--- config.mk ---
export PLATFORM = sky130hd
export DESIGN_NAME = adc_ram_capture
export DESIGN_NICKNAME = d
export VERILOG_FILES = /design/src/rtl/adc_cap_pkg.sv /design/src/rtl/adc_cap_regs.sv /design/src/rtl/adc_cap_seq.sv /design/src/rtl/adc_ram_capture.sv
export SDC_FILE = /design/constraint.sdc
export NUM_CORES = 1
export LEC_CHECK = 0
export ABC_AREA = 1
export ABC_CLOCK_PERIOD_IN_PS = 4850
export BUFFER_PORTS_ARGS = -buffer_cell sky130_fd_sc_hd__buf_2
export CORE_MARGIN = 2
export CORE_UTILIZATION = 50
export DETAILED_ROUTE_END_ITERATION = 7
export HOLD_SLACK_MARGIN = 0.15
export PLACE_DENSITY = 0.79
export SYNTH_ARGS = -nofsm -noshare
export SYNTH_HDL_FRONTEND = slang
export SYNTH_SLANG_ARGS = --single-unit
--- constraint.sdc ---
create_clock -name clk -period 4.85 [get_ports clk]
set_input_delay 0.97 -clock clk [delete_from_list [all_inputs] [get_ports clk]]
set_output_delay 0.97 -clock clk [all_outputs]
set_load 0.01 [all_outputs]
--- src/rtl/adc_cap_pkg.sv ---
package adc_cap_pkg;
  localparam int unsigned BYTE_W  = 8;
  localparam int unsigned RES_W   = 12;
  localparam int unsigned ID_W    = 4;
  localparam int unsigned RADDR_W = 4;

  localparam logic [ID_W-1:0]    STOP_ID   = 4'hF;
  localparam logic [BYTE_W-1:0]  CTRLA_RST = 8'h20;
  localparam logic [RADDR_W-1:0] A_CTRLA   = 4'd0;
  localparam logic [RADDR_W-1:0] A_CTRLB   = 4'd1;
  localparam logic [RADDR_W-1:0] A_PTR0    = 4'd2;

  typedef enum logic [2:0] {
    S_IDLE, S_FETCH, S_CHECK, S_WAIT, S_WR_HI, S_WR_LO
  } seq_state_t;

  function automatic logic [ID_W-1:0] desc_id(input logic [BYTE_W-1:0] b);
    return b[BYTE_W-1 -: ID_W];
  endfunction

  function automatic logic is_stop(input logic [BYTE_W-1:0] b);
    return desc_id(b) == STOP_ID;
  endfunction

  function automatic logic [BYTE_W-1:0] pack_hi(input logic [ID_W-1:0] id,
                                                input logic [RES_W-1:0] r);
    return {id, r[RES_W-1 -: (BYTE_W-ID_W)]};
  endfunction

  function automatic logic [BYTE_W-1:0] pack_lo(input logic [RES_W-1:0] r);
    return r[BYTE_W-1:0];
  endfunction
endpackage

--- src/rtl/adc_cap_regs.sv ---
module adc_cap_regs
  import adc_cap_pkg::*;
#(
  parameter int unsigned PTR_BYTES = 3,
  parameter int unsigned CAL_HI_W  = 6,
  localparam int unsigned ADDR_W   = BYTE_W * PTR_BYTES
) (
  input  logic                clk,
  input  logic                rst_n,
  input  logic                wr_en,
  input  logic [RADDR_W-1:0]  addr,
  input  logic [BYTE_W-1:0]   wdata,
  output logic [BYTE_W-1:0]   rdata,
  input  logic                ptr_step,
  input  logic                end_hit,
  output logic [1:0]          mode,
  output logic                dma_en,
  output logic                done_flag,
  output logic [ADDR_W-1:0]   ptr
);
  localparam logic [RADDR_W-1:0] A_GLO = RADDR_W'(A_PTR0 + PTR_BYTES);
  localparam logic [RADDR_W-1:0] A_GHI = RADDR_W'(A_PTR0 + PTR_BYTES + 1);
  localparam logic [RADDR_W-1:0] A_OLO = RADDR_W'(A_PTR0 + PTR_BYTES + 2);
  localparam logic [RADDR_W-1:0] A_OHI = RADDR_W'(A_PTR0 + PTR_BYTES + 3);

  logic [BYTE_W-1:0]   ctrla_q;
  logic                flag_q, dma_q, cont_q, single_q;
  logic [ID_W-1:0]     chan_q;
  logic [ADDR_W-1:0]   ptr_q, ptr_nx;
  logic [BYTE_W-1:0]   gain_lo_q, ofs_lo_q;
  logic [CAL_HI_W-1:0] gain_hi_q, ofs_hi_q;
  logic                flag_nx, dma_nx;
  logic [PTR_BYTES-1:0] lane_sel;

  wire ctrlb_wr = wr_en && (addr == A_CTRLB);

  // one write lane per pointer byte, locked while capture is enabled
  for (genvar i = 0; i < PTR_BYTES; i++) begin : g_lane
    assign lane_sel[i] = wr_en && !dma_q && (addr == RADDR_W'(A_PTR0 + i));
  end

  always_comb begin
    ptr_nx = ptr_q;
    for (int i = 0; i < PTR_BYTES; i++) begin
      if (lane_sel[i]) ptr_nx[i*BYTE_W +: BYTE_W] = wdata;
    end
    if (ptr_step) ptr_nx = ptr_q + ADDR_W'(2);
  end

  // hardware end-of-capture update takes priority over software
  always_comb begin
    flag_nx = flag_q;
    dma_nx  = dma_q;
    if (ctrlb_wr) begin
      flag_nx = wdata[7];
      dma_nx  = wdata[6] && (dma_q || (ctrla_q[7:6] == 2'b00));
    end
    if (end_hit) begin
      flag_nx = 1'b1;
      dma_nx  = 1'b0;
    end
  end

  always_ff @(posedge clk) begin
    if (!rst_n) begin
      ctrla_q   <= CTRLA_RST;
      flag_q    <= 1'b0;
      dma_q     <= 1'b0;
      cont_q    <= 1'b0;
      single_q  <= 1'b0;
      chan_q    <= '0;
      ptr_q     <= '0;
      gain_lo_q <= '0;
      gain_hi_q <= '0;
      ofs_lo_q  <= '0;
      ofs_hi_q  <= '0;
    end else begin
      flag_q <= flag_nx;
      dma_q  <= dma_nx;
      ptr_q  <= ptr_nx;
      if (wr_en && addr == A_CTRLA) ctrla_q <= wdata;
      if (ctrlb_wr) begin
        cont_q   <= wdata[5];
        single_q <= wdata[4];
        chan_q   <= wdata[3:0];
      end
      if (wr_en && addr == A_GLO) gain_lo_q <= wdata;
      if (wr_en && addr == A_GHI) gain_hi_q <= wdata[CAL_HI_W-1:0];
      if (wr_en && addr == A_OLO) ofs_lo_q  <= wdata;
      if (wr_en && addr == A_OHI) ofs_hi_q  <= wdata[CAL_HI_W-1:0];
    end
  end

  always_comb begin
    rdata = '0;
    if (addr == A_CTRLA) rdata = ctrla_q;
    if (addr == A_CTRLB) rdata = {flag_q, dma_q, cont_q, single_q, chan_q};
    for (int i = 0; i < PTR_BYTES; i++) begin
      if (addr == RADDR_W'(A_PTR0 + i)) rdata = ptr_q[i*BYTE_W +: BYTE_W];
    end
    if (addr == A_GLO) rdata = gain_lo_q;
    if (addr == A_GHI) rdata = BYTE_W'(gain_hi_q);
    if (addr == A_OLO) rdata = ofs_lo_q;
    if (addr == A_OHI) rdata = BYTE_W'(ofs_hi_q);
  end

  assign mode      = ctrla_q[7:6];
  assign dma_en    = dma_q;
  assign done_flag = flag_q;
  assign ptr       = ptr_q;
endmodule

--- src/rtl/adc_cap_seq.sv ---
module adc_cap_seq
  import adc_cap_pkg::*;
#(
  parameter int unsigned ADDR_W = 24
) (
  input  logic              clk,
  input  logic              rst_n,
  input  logic              run,
  input  logic [ADDR_W-1:0] ptr,
  input  logic [BYTE_W-1:0] ram_rdata,
  input  logic              conv_valid,
  input  logic [RES_W-1:0]  conv_result,
  output logic              conv_start,
  output logic              ram_re,
  output logic              ram_we,
  output logic [ADDR_W-1:0] ram_addr,
  output logic [BYTE_W-1:0] ram_wdata,
  output logic              ptr_step,
  output logic              end_hit
);
  seq_state_t       state_q, state_nx;
  logic [ID_W-1:0]  chan_q;
  logic [RES_W-1:0] res_q;

  always_comb begin
    state_nx   = state_q;
    conv_start = 1'b0;
    ram_re     = 1'b0;
    ram_we     = 1'b0;
    ram_addr   = ptr;
    ram_wdata  = '0;
    ptr_step   = 1'b0;
    end_hit    = 1'b0;
    unique case (state_q)
      S_IDLE:  if (run) state_nx = S_FETCH;
      S_FETCH: begin
        ram_re   = 1'b1;
        state_nx = S_CHECK;
      end
      S_CHECK: begin
        if (is_stop(ram_rdata)) begin
          end_hit  = 1'b1;
          state_nx = S_IDLE;
        end else begin
          conv_start = 1'b1;
          state_nx   = S_WAIT;
        end
      end
      S_WAIT:  if (conv_valid) state_nx = S_WR_HI;
      S_WR_HI: begin
        ram_we    = 1'b1;
        ram_wdata = pack_hi(chan_q, res_q);
        state_nx  = S_WR_LO;
      end
      S_WR_LO: begin
        ram_we    = 1'b1;
        ram_addr  = ptr + ADDR_W'(1);
        ram_wdata = pack_lo(res_q);
        ptr_step  = 1'b1;
        state_nx  = run ? S_FETCH : S_IDLE;
      end
      default: state_nx = S_IDLE;
    endcase
  end

  always_ff @(posedge clk) begin
    if (!rst_n) begin
      state_q <= S_IDLE;
      chan_q  <= '0;
      res_q   <= '0;
    end else begin
      state_q <= state_nx;
      if (state_q == S_CHECK) chan_q <= desc_id(ram_rdata);
      if (state_q == S_WAIT && conv_valid) res_q <= conv_result;
    end
  end
endmodule

--- src/rtl/adc_ram_capture.sv ---
module adc_ram_capture
  import adc_cap_pkg::*;
#(
  parameter int unsigned PTR_BYTES = 3,
  parameter int unsigned CAL_HI_W  = 6,
  localparam int unsigned ADDR_W   = BYTE_W * PTR_BYTES
) (
  input  logic               clk,
  input  logic               rst_n,
  input  logic               reg_wr,
  input  logic [RADDR_W-1:0] reg_addr,
  input  logic [BYTE_W-1:0]  reg_wdata,
  output logic [BYTE_W-1:0]  reg_rdata,
  output logic               conv_start,
  input  logic               conv_valid,
  input  logic [RES_W-1:0]   conv_result,
  output logic [ADDR_W-1:0]  ram_addr,
  output logic [BYTE_W-1:0]  ram_wdata,
  output logic               ram_we,
  output logic               ram_re,
  input  logic [BYTE_W-1:0]  ram_rdata,
  output logic               done_irq
);
  // named internal events, observed by the bound checker
  logic [1:0]        mode_q;
  logic              dma_en;
  logic              done_flag;
  logic [ADDR_W-1:0] ptr_q;
  logic              evt_step;
  logic              evt_end;

  wire run = dma_en && (mode_q != 2'b00);

  adc_cap_regs #(.PTR_BYTES(PTR_BYTES), .CAL_HI_W(CAL_HI_W)) u_regs (
    .clk      (clk),
    .rst_n    (rst_n),
    .wr_en    (reg_wr),
    .addr     (reg_addr),
    .wdata    (reg_wdata),
    .rdata    (reg_rdata),
    .ptr_step (evt_step),
    .end_hit  (evt_end),
    .mode     (mode_q),
    .dma_en   (dma_en),
    .done_flag(done_flag),
    .ptr      (ptr_q)
  );

  adc_cap_seq #(.ADDR_W(ADDR_W)) u_seq (
    .clk        (clk),
    .rst_n      (rst_n),
    .run        (run),
    .ptr        (ptr_q),
    .ram_rdata  (ram_rdata),
    .conv_valid (conv_valid),
    .conv_result(conv_result),
    .conv_start (conv_start),
    .ram_re     (ram_re),
    .ram_we     (ram_we),
    .ram_addr   (ram_addr),
    .ram_wdata  (ram_wdata),
    .ptr_step   (evt_step),
    .end_hit    (evt_end)
  );

  assign done_irq = done_flag;
endmodule

==> metrics.yaml, run 1 <==
run_status:
  status: "completed"
yosys:
  async_reset_ff_share_pct: 0
  synthDistinctLibCells: 40
  synth_ff_type: "dfxtp_1"
  ys_warn_count: 0
  yosysSeqAreaShare_pct: 33.7
  synthCells: 810
  netlist_area_sq_um: 5160
  netlist_top_cells_area: "dfxtp_1, nand2_1, nand3_1"
  synth_edf_count: 0
  synth_nets: 848
  ys_ff_latch: 87
  syn_area_per_cell_sq_um: 6.37
  yosys.area.top_type_share_pct: 33.7
  yosysTopAreaCell: "dfxtp_1"
critical_path:
  worstPathArrival_ns: 2.55
  critPathTopFamily: "buffers and inverters"
  path_cells: "inv_2 > nor2_1 > nand2_2 > inv_2 > nand2_1 > xnor2_1 > buf_2"
  path_buf_inv: 3
  cp_max_fo: 36
  cpPeakStageDelay_ns: 0.63
  critPathLaunchType: "flip-flop"
  path_class: "flip-flop to output pin"
  worst_setup_path_end_kind: "output pin"
  critPathMostFrequentCell: "inv_2"
  crit_slowest_cell: "inv_2"
  critical_path_required_ns: 3.88
drt:
  wl_per_cell_um: 14.5
  drt_pass1_iterations: 6
  wl_um: 14700
  vias: 5429
  vias_per_cell: 5.37
  dr.first_iter.drc_count: 507
  antenna_left: 0
  drcViolationCount: 0
floorplan:
  io_pins: 80
  chipWidth_um: 106
  fp.dieArea_sq_um: 11200
  fp.dieH_um: 106
  rows: 37
  core_area_sq_um: 10200
  initial_core_util_pct: 50.7
sta:
  skew_ns: 0.00552
  min_period_over_period_pct: 72.5
  setup_tns_ns: 0
  hold_slack_ns: 0.448
  finalSetupViolCount: 0
  slew_headroom_pct: 45.4
  slew_viol_final: 0
  max_clock_freq_mhz: 284
  period_needed_ns: 3.52
  layout_setup_ws_ns: 1.33
  hold_violations: 0
  rsz0062_at_grt: "false"
  worst_pin_slew_ns: 0.816
placed_design:
  post-place-ws_ns: 1.58
  place.gp.congestion: 0.925
  io_buffers: 75
  dp_hpwl_um: 10500
global_route:
  use_met3_pct: 4.64
  grt_pass1_wl_um: 24200
  grt_util_met1_pct: 36.9
  grt_use_total_pct: 27.3
  grt_max_degree: 53
  overflow: 0
  grt_pass1_vias: 4822
  grt-busiest-layer: "met2"
  use_met2_pct: 43.9
  grt_antenna_before_repair: 0
clocking:
  cts_tree: "built"
  cts_resized: 0
  ctsHoldBuffers: 0
  numClockSinks: 87
  numCtsBuffers: 9
  cts-root-buf: "clkbuf_8"
  post-cts-setup-buffers: 0
  cts_max_level: 3
  worstSkewPairLatency_ns: 0.37
  clk_pin_slew_ns: 0.09
  cts_max_path_buffers: 2
layout:
  insertedDiodeCount: 0
  nets: 908
  fill_cells: 1096
  fin_util_pct: 57.0
  area_growth_pct: 12.5
  drive_gt1_share_pct: 16.7
job:
  maxCapViolations: 0
pwr:
  power.total_uw: 1440
  pwr_density_cell_nw_per_um2: 248
  power.leakage_uw: 0.00248
  ir_worst_vdd_mv: 0.163
min_path:
  hp-class: "flip-flop to flip-flop"
kinds of logic (layout without fill, tap and decap cells):
logic type / count (synthesis) / in the layout / share of synthesized area (%)
xor gates and xnor gates: 18 / 18 / 3.05
DFF: 87 / 87 / 33.7
buffers and inverters: 151 / 216 / 11.6
adders and majority gates: 2 / 2 / 0.485
AOI/OAI and AO/OA: 172 / 172 / 17.5
and+or+nand+nor: 380 / 380 / 33.6
Yosys cell counts, types with 2 or more instances:
cell      instances
nand2_4           4
buf_2             9
o22ai_1          11
nor2_2            3
ha_1              2
nand4_1          13
buf_1             3
o21ai_0          40
o21ai_2           2
inv_2            21
dfxtp_1          87
nand3_1          86
nand2_1         166
clkinv_1          3
clkbuf_1         14
nor2_8            2
nor2_4            7
a21oi_1          71
inv_1            96
nor3_1            7
a31oi_1           4
o21ai_1          39
nand2_2           7
xor2_1           17
buf_4             2
nor2_1           80
cells in the final DEF, fill, tap and decap left out, types with 4 or more instances in the layout:
master	Yosys	routed
nand2_1	166	166
inv_1	96	96
dfxtp_1	87	87
nand3_1	86	86
nor2_1	80	80
buf_2	9	75
a21oi_1	71	71
o21ai_0	40	40
o21ai_1	39	39
inv_2	21	21
xor2_1	17	17
nand4_1	13	13
o22ai_1	11	11
clkbuf_8	0	10
nand2_2	7	7
nor3_1	7	7
nor2_4	7	7
nand2_4	4	4
a31oi_1	4	4
worst register-to-register path, cell delays in order (launching register included):
cell	delay [ns]
dfxtp_1	0.37
inv_2	0.06
nor2_1	0.16
nand2_2	0.50
inv_2	0.64
nor2_8	0.10
nand2_1	0.10
o211ai_2	0.09
nand2_1	0.07
inv_1	0.04
flip-flops by register name (all words and copies together), names as in the netlist, 6 cells and up:
| signal | count |
|---|---|
| u_regs.ofs_hi_q | 6 |
| u_regs.ptr | 24 |
| u_regs.ctrla_q | 8 |
| u_regs.gain_hi_q | 6 |
| u_seq.res_q | 12 |
| u_regs.ofs_lo_q | 8 |
| u_regs.gain_lo_q | 8 |
per-stage QoR:
stage | std cells | instance area, sq um
2_1_floorplan | 810 | 5160
3_3_place_gp | 995 | 5600
3_5_place_dp | 995 | 5600
4_1_cts | 1011 | 5810
5_1_grt | 1011 | 5810
6_report | 1011 | 5810
layer usage:
metal	routed length, um	vias up
met4	334	0
met3	1140	25
met1	6430	2448
met2	6800	208
li1	-	2748
met5	0	-
area by class of cell:
class                   instances  area [sq um]  area share [%]
clock buffers                  10           138            2.37
multi-input cells             572          2820            48.6
inverters                     122           462            7.95
repair buffers                 78           398            6.85
clock inverters                 6          75.1            1.29
flip-flops and latches         87          1740            30.0
well taps                     136           170            2.93
final timing paths:
check / slack [ns] / end / start / cells after the start
max reg2reg: 2.64 / u_regs.ptr[5] / u_seq.state_q[0] / 9
min: 0.45 / u_regs.gain_hi_q[5] / u_regs.gain_hi_q[5] / 2
min reg2reg: 0.45 / u_regs.gain_hi_q[5] / u_regs.gain_hi_q[5] / 2
max: 1.33 / ram_addr[2] / u_seq.state_q[0] / 7
power breakdown:
part           total, uW  switching [uW]  internal (uW)
clock                555             294            260
combinational        147             101           46.1
sequential           740            10.3            730
total               1440             406           1040
Power figures use the tool's default switching activity.
==> run 2: changes to the inputs <==
Settings changed: ABC_AREA 1 to 0, ABC_CLOCK_PERIOD_IN_PS 4850 to 3500.
Clock period 4.85 ns to 3.5 ns, I/O delays scaled along.
==> run 2 against run 1 <==
Net effect: clock power up 36%; sequential share of layout area grew 1.2 points; hold slack gained 0.012 ns; cell area decreased by 3.9%; largest cell class unchanged; sequential power up 36%; highest routed layer unchanged; total power grew 33%; final cell count down 22%; first-iteration DRC count decreased by 37%; core utilization increased by 0.34 points; synthesized cell count down 25%; combinational power increased by 5%.
==> metrics.yaml, run 2 <==
job:
  maxCapViolations: 0  # unchanged
placed_design:
  io_buffers: 75  # unchanged
  place_area_sq_um: 5370  # -4.0%
  post-place-ws_ns: 0.650  # -0.932 ns
  place.gp.congestion: 0.979  # +5.9%
  dp_hpwl_um: 9670  # -8.0%
global_route:
  grt_antenna_before_repair: 0  # unchanged
  grt_pass1_vias: 4510  # -6.5%
  grt_use_total_pct: 25.3  # -1.9 points
  grt_pass1_wl_um: 22500  # -7.0%
  grt_max_degree: 35  # -34%
  overflow: 0  # unchanged
layout:
  finalInstanceArea_sq_um: 5580  # -3.9%
  nets: 692  # -24%
  final_cell_mix: "dfxtp_1, nor2_1, nand2_1, buf_2, mux2i_1"
  multiInputGateArea_sq_um: 3000  # +6.2%
  seq_area_sq_um: 1740  # unchanged
  drive_gt1_share_pct: 20.2  # +3.5 points
  fill_cells: 904  # -18%
  largest_reg_flops: 24  # unchanged
  insertedDiodeCount: 0  # unchanged
  area_growth_pct: 11.9
  final_common_cell: "dfxtp_1"
sta:
  layout_setup_ws_ns: 0.477  # -0.858 ns
  skew_ns: 0.0109  # +0.00542 ns
  min_period_over_period_pct: 86.4
  rsz0062_at_grt: "false"
  finalSetupViolCount: 0  # unchanged
  worst_pin_slew_ns: 0.831  # +0.0142 ns
  slew_viol_final: 0  # unchanged
  period_needed_ns: 3.02
  max_clock_freq_mhz: 331
  hold_violations: 0  # unchanged
  setup_tns_ns: 0  # unchanged
  slew_headroom_pct: 44.4  # -0.96 points
critical_path:
  worstPathArrival_ns: 2.32  # -0.23 ns
  worst_setup_path_end_kind: "output pin"
  crit_slowest_cell: "dfxtp_1"
  cpPeakStageDelay_ns: 0.44  # -0.19 ns
  path_buf_inv: 1  # -2
  path_cells: "and3b_1 > nand4_1 > nor2_2 > nand4_1 > xnor2_1 > buf_2"
  critical_path_required_ns: 2.80  # -1.08 ns
  critPathMostFrequentCell: "nand4_1"
  path_class: "flip-flop to output pin"
  cp_max_fo: 9  # -75%
  critPathTopFamily: "simple AND/OR/NAND/NOR gates"
  critPathLaunchType: "flip-flop"
yosys:
  synthDistinctLibCells: 64  # +60%
  synth.most_common_cell: "dfxtp_1"
  netlist_top_cells_area: "dfxtp_1, mux2i_1, nand2_1"
  synth_nets: 646  # -24%
  yosys.area.top_type_share_pct: 34.9  # +1.2 points
  netlist_area_sq_um: 4990  # -3.4%
  async_reset_ff_share_pct: 0  # unchanged
  synth_ff_type: "dfxtp_1"
  syn_area_per_cell_sq_um: 8.20  # +29%
  synth_edf_count: 0  # unchanged
  ys_warn_count: 0  # unchanged
  synthCells: 608  # -25%
  ys_ff_latch: 87  # unchanged
  yosysTopAreaCell: "dfxtp_1"
  yosysSeqAreaShare_pct: 34.9  # +1.2 points
  synth_common_cells: "dfxtp_1, nand2_1, nor2_1"
pwr:
  pwr_density_cell_nw_per_um2: 344  # +39%
  power.leakage_uw: 0.00223  # -10%
  ir_worst_vdd_mv: 0.209  # +28%
  power.total_uw: 1920  # +33%
floorplan:
  initial_core_util_pct: 51.3  # +0.59 points
  fp.dieArea_sq_um: 10800  # -3.2%
  io_pins: 80  # unchanged
  rows: 36  # -2.7%
  chipWidth_um: 104  # -1.6%
  core_area_sq_um: 9730  # -4.5%
  fp.dieH_um: 104  # -1.6%
run_status:
  status: "completed"
clocking:
  cts_max_path_buffers: 2  # unchanged
  clk_pin_slew_ns: 0.10  # about the same
  cts-root-buf: "clkbuf_8"
  post-cts-setup-buffers: 0  # unchanged
  cts_tree: "built"
  numClockSinks: 87  # unchanged
  numCtsBuffers: 9  # unchanged
  worstSkewPairLatency_ns: 0.37  # about the same
  cts_max_level: 3  # unchanged
  cts_resized: 0  # unchanged
  ctsHoldBuffers: 0  # unchanged
drt:
  vias: 4722  # -13%
  drt_pass1_iterations: 5  # -1
  top_layer: "met4"
  drt-met1-wl_um: 5730  # -11%
  antenna_left: 0  # unchanged
  drcViolationCount: 0  # unchanged
  wl_per_cell_um: 17.2  # +18%
  dr.first_iter.drc_count: 321  # -37%
  dr_wl_met2_um: 6600  # -3.0%
  wl_um: 13600  # -7.6%
  route.met3.wl_um: 834  # -27%
  vias_per_cell: 5.96  # +11%
min_path:
  hp-class: "flip-flop to flip-flop"
## run 2: changes by cell type after synthesis, moves of 7 or more
cell,previous run,this run
a21oi_1,71,55
buf_2,9,22
clkbuf_1,14,23
inv_1,96,4
inv_2,21,1
mux2_2,0,8
mux2i_1,0,56
nand2_1,166,76
nand3_1,86,31
o21ai_0,40,25
o21ai_1,39,0
o22ai_1,11,3
xnor2_1,1,18
xor2_1,17,10
## run 2: area by class of cell
cell class	instances	area share, %
Clock buffer	9	2.22
Timing Repair Buffer	84	7.94
Inverter	5	0.336
Sequential cell	87	31.2
Clock inverter	7	1.57
Multi-Input combinational cell	467	53.8
Tap cell	133	2.98
## run 2: path summary, 6_finish.rpt
| kind | end | start | slack (ns) | cells after the start |
|---|---|---|---|---|
| max | ram_addr[20] | u_seq.state_q[2] | 0.48 | 6 |
| min | u_seq.res_q[11] | u_seq.res_q[11] | 0.46 | 2 |
| max reg2reg | u_regs.ptr[20] | u_seq.state_q[0] | 1.23 | 7 |
| min reg2reg | u_seq.res_q[11] | u_seq.res_q[11] | 0.46 | 2 |
## run 2: logic make-up (layout without fill, tap and decap cells)
family	after synthesis	count (layout)	share of synthesized area, %
xor gates and xnor gates	28	28	4.92
DFF	87	87	34.9
muxes	69	69	15.3
and+or+nand+nor	250	250	25.1
AOI/OAI and AO/OA	117	117	14.1
adders and majority gates	3	3	0.702
buffers and inverters	54	105	4.94
## run 2: per-stage QoR
step / util, % / hold WS, ns / cells
after global placement: 55.2 / 0.442 / 776
after CTS: 57.4 / 0.462 / 792
after floorplan: - / 0.436 / 608
final: 57.4 / 0.460 / 792
after global routing: 57.4 / 0.490 / 792
after detailed placement: 55.2 / 0.448 / 776
## run 2: layer usage
layer / vias to the layer above / global-route usage, %
li1: 2228 / -
met1: 2273 / 32.3
met2: 182 / 42.6
met3: 39 / 4.57
met4: 0 / 9.75
met5: - / 0
## run 2: worst min-delay path: cells and delay by family (launching register included)
kind               cells  cell delay (ns)
DFF                    1             0.32
and+or+nand+nor        1             0.05
AOI/OAI and AO/OA      1             0.05
## run 2: power breakdown
part	internal, uW	leakage, uW	switching (uW)
sequential	999	0.000702	13.3
combinational	55.7	0.00143	98.7
clock	347	0.000102	407
total	1400	0.00223	519
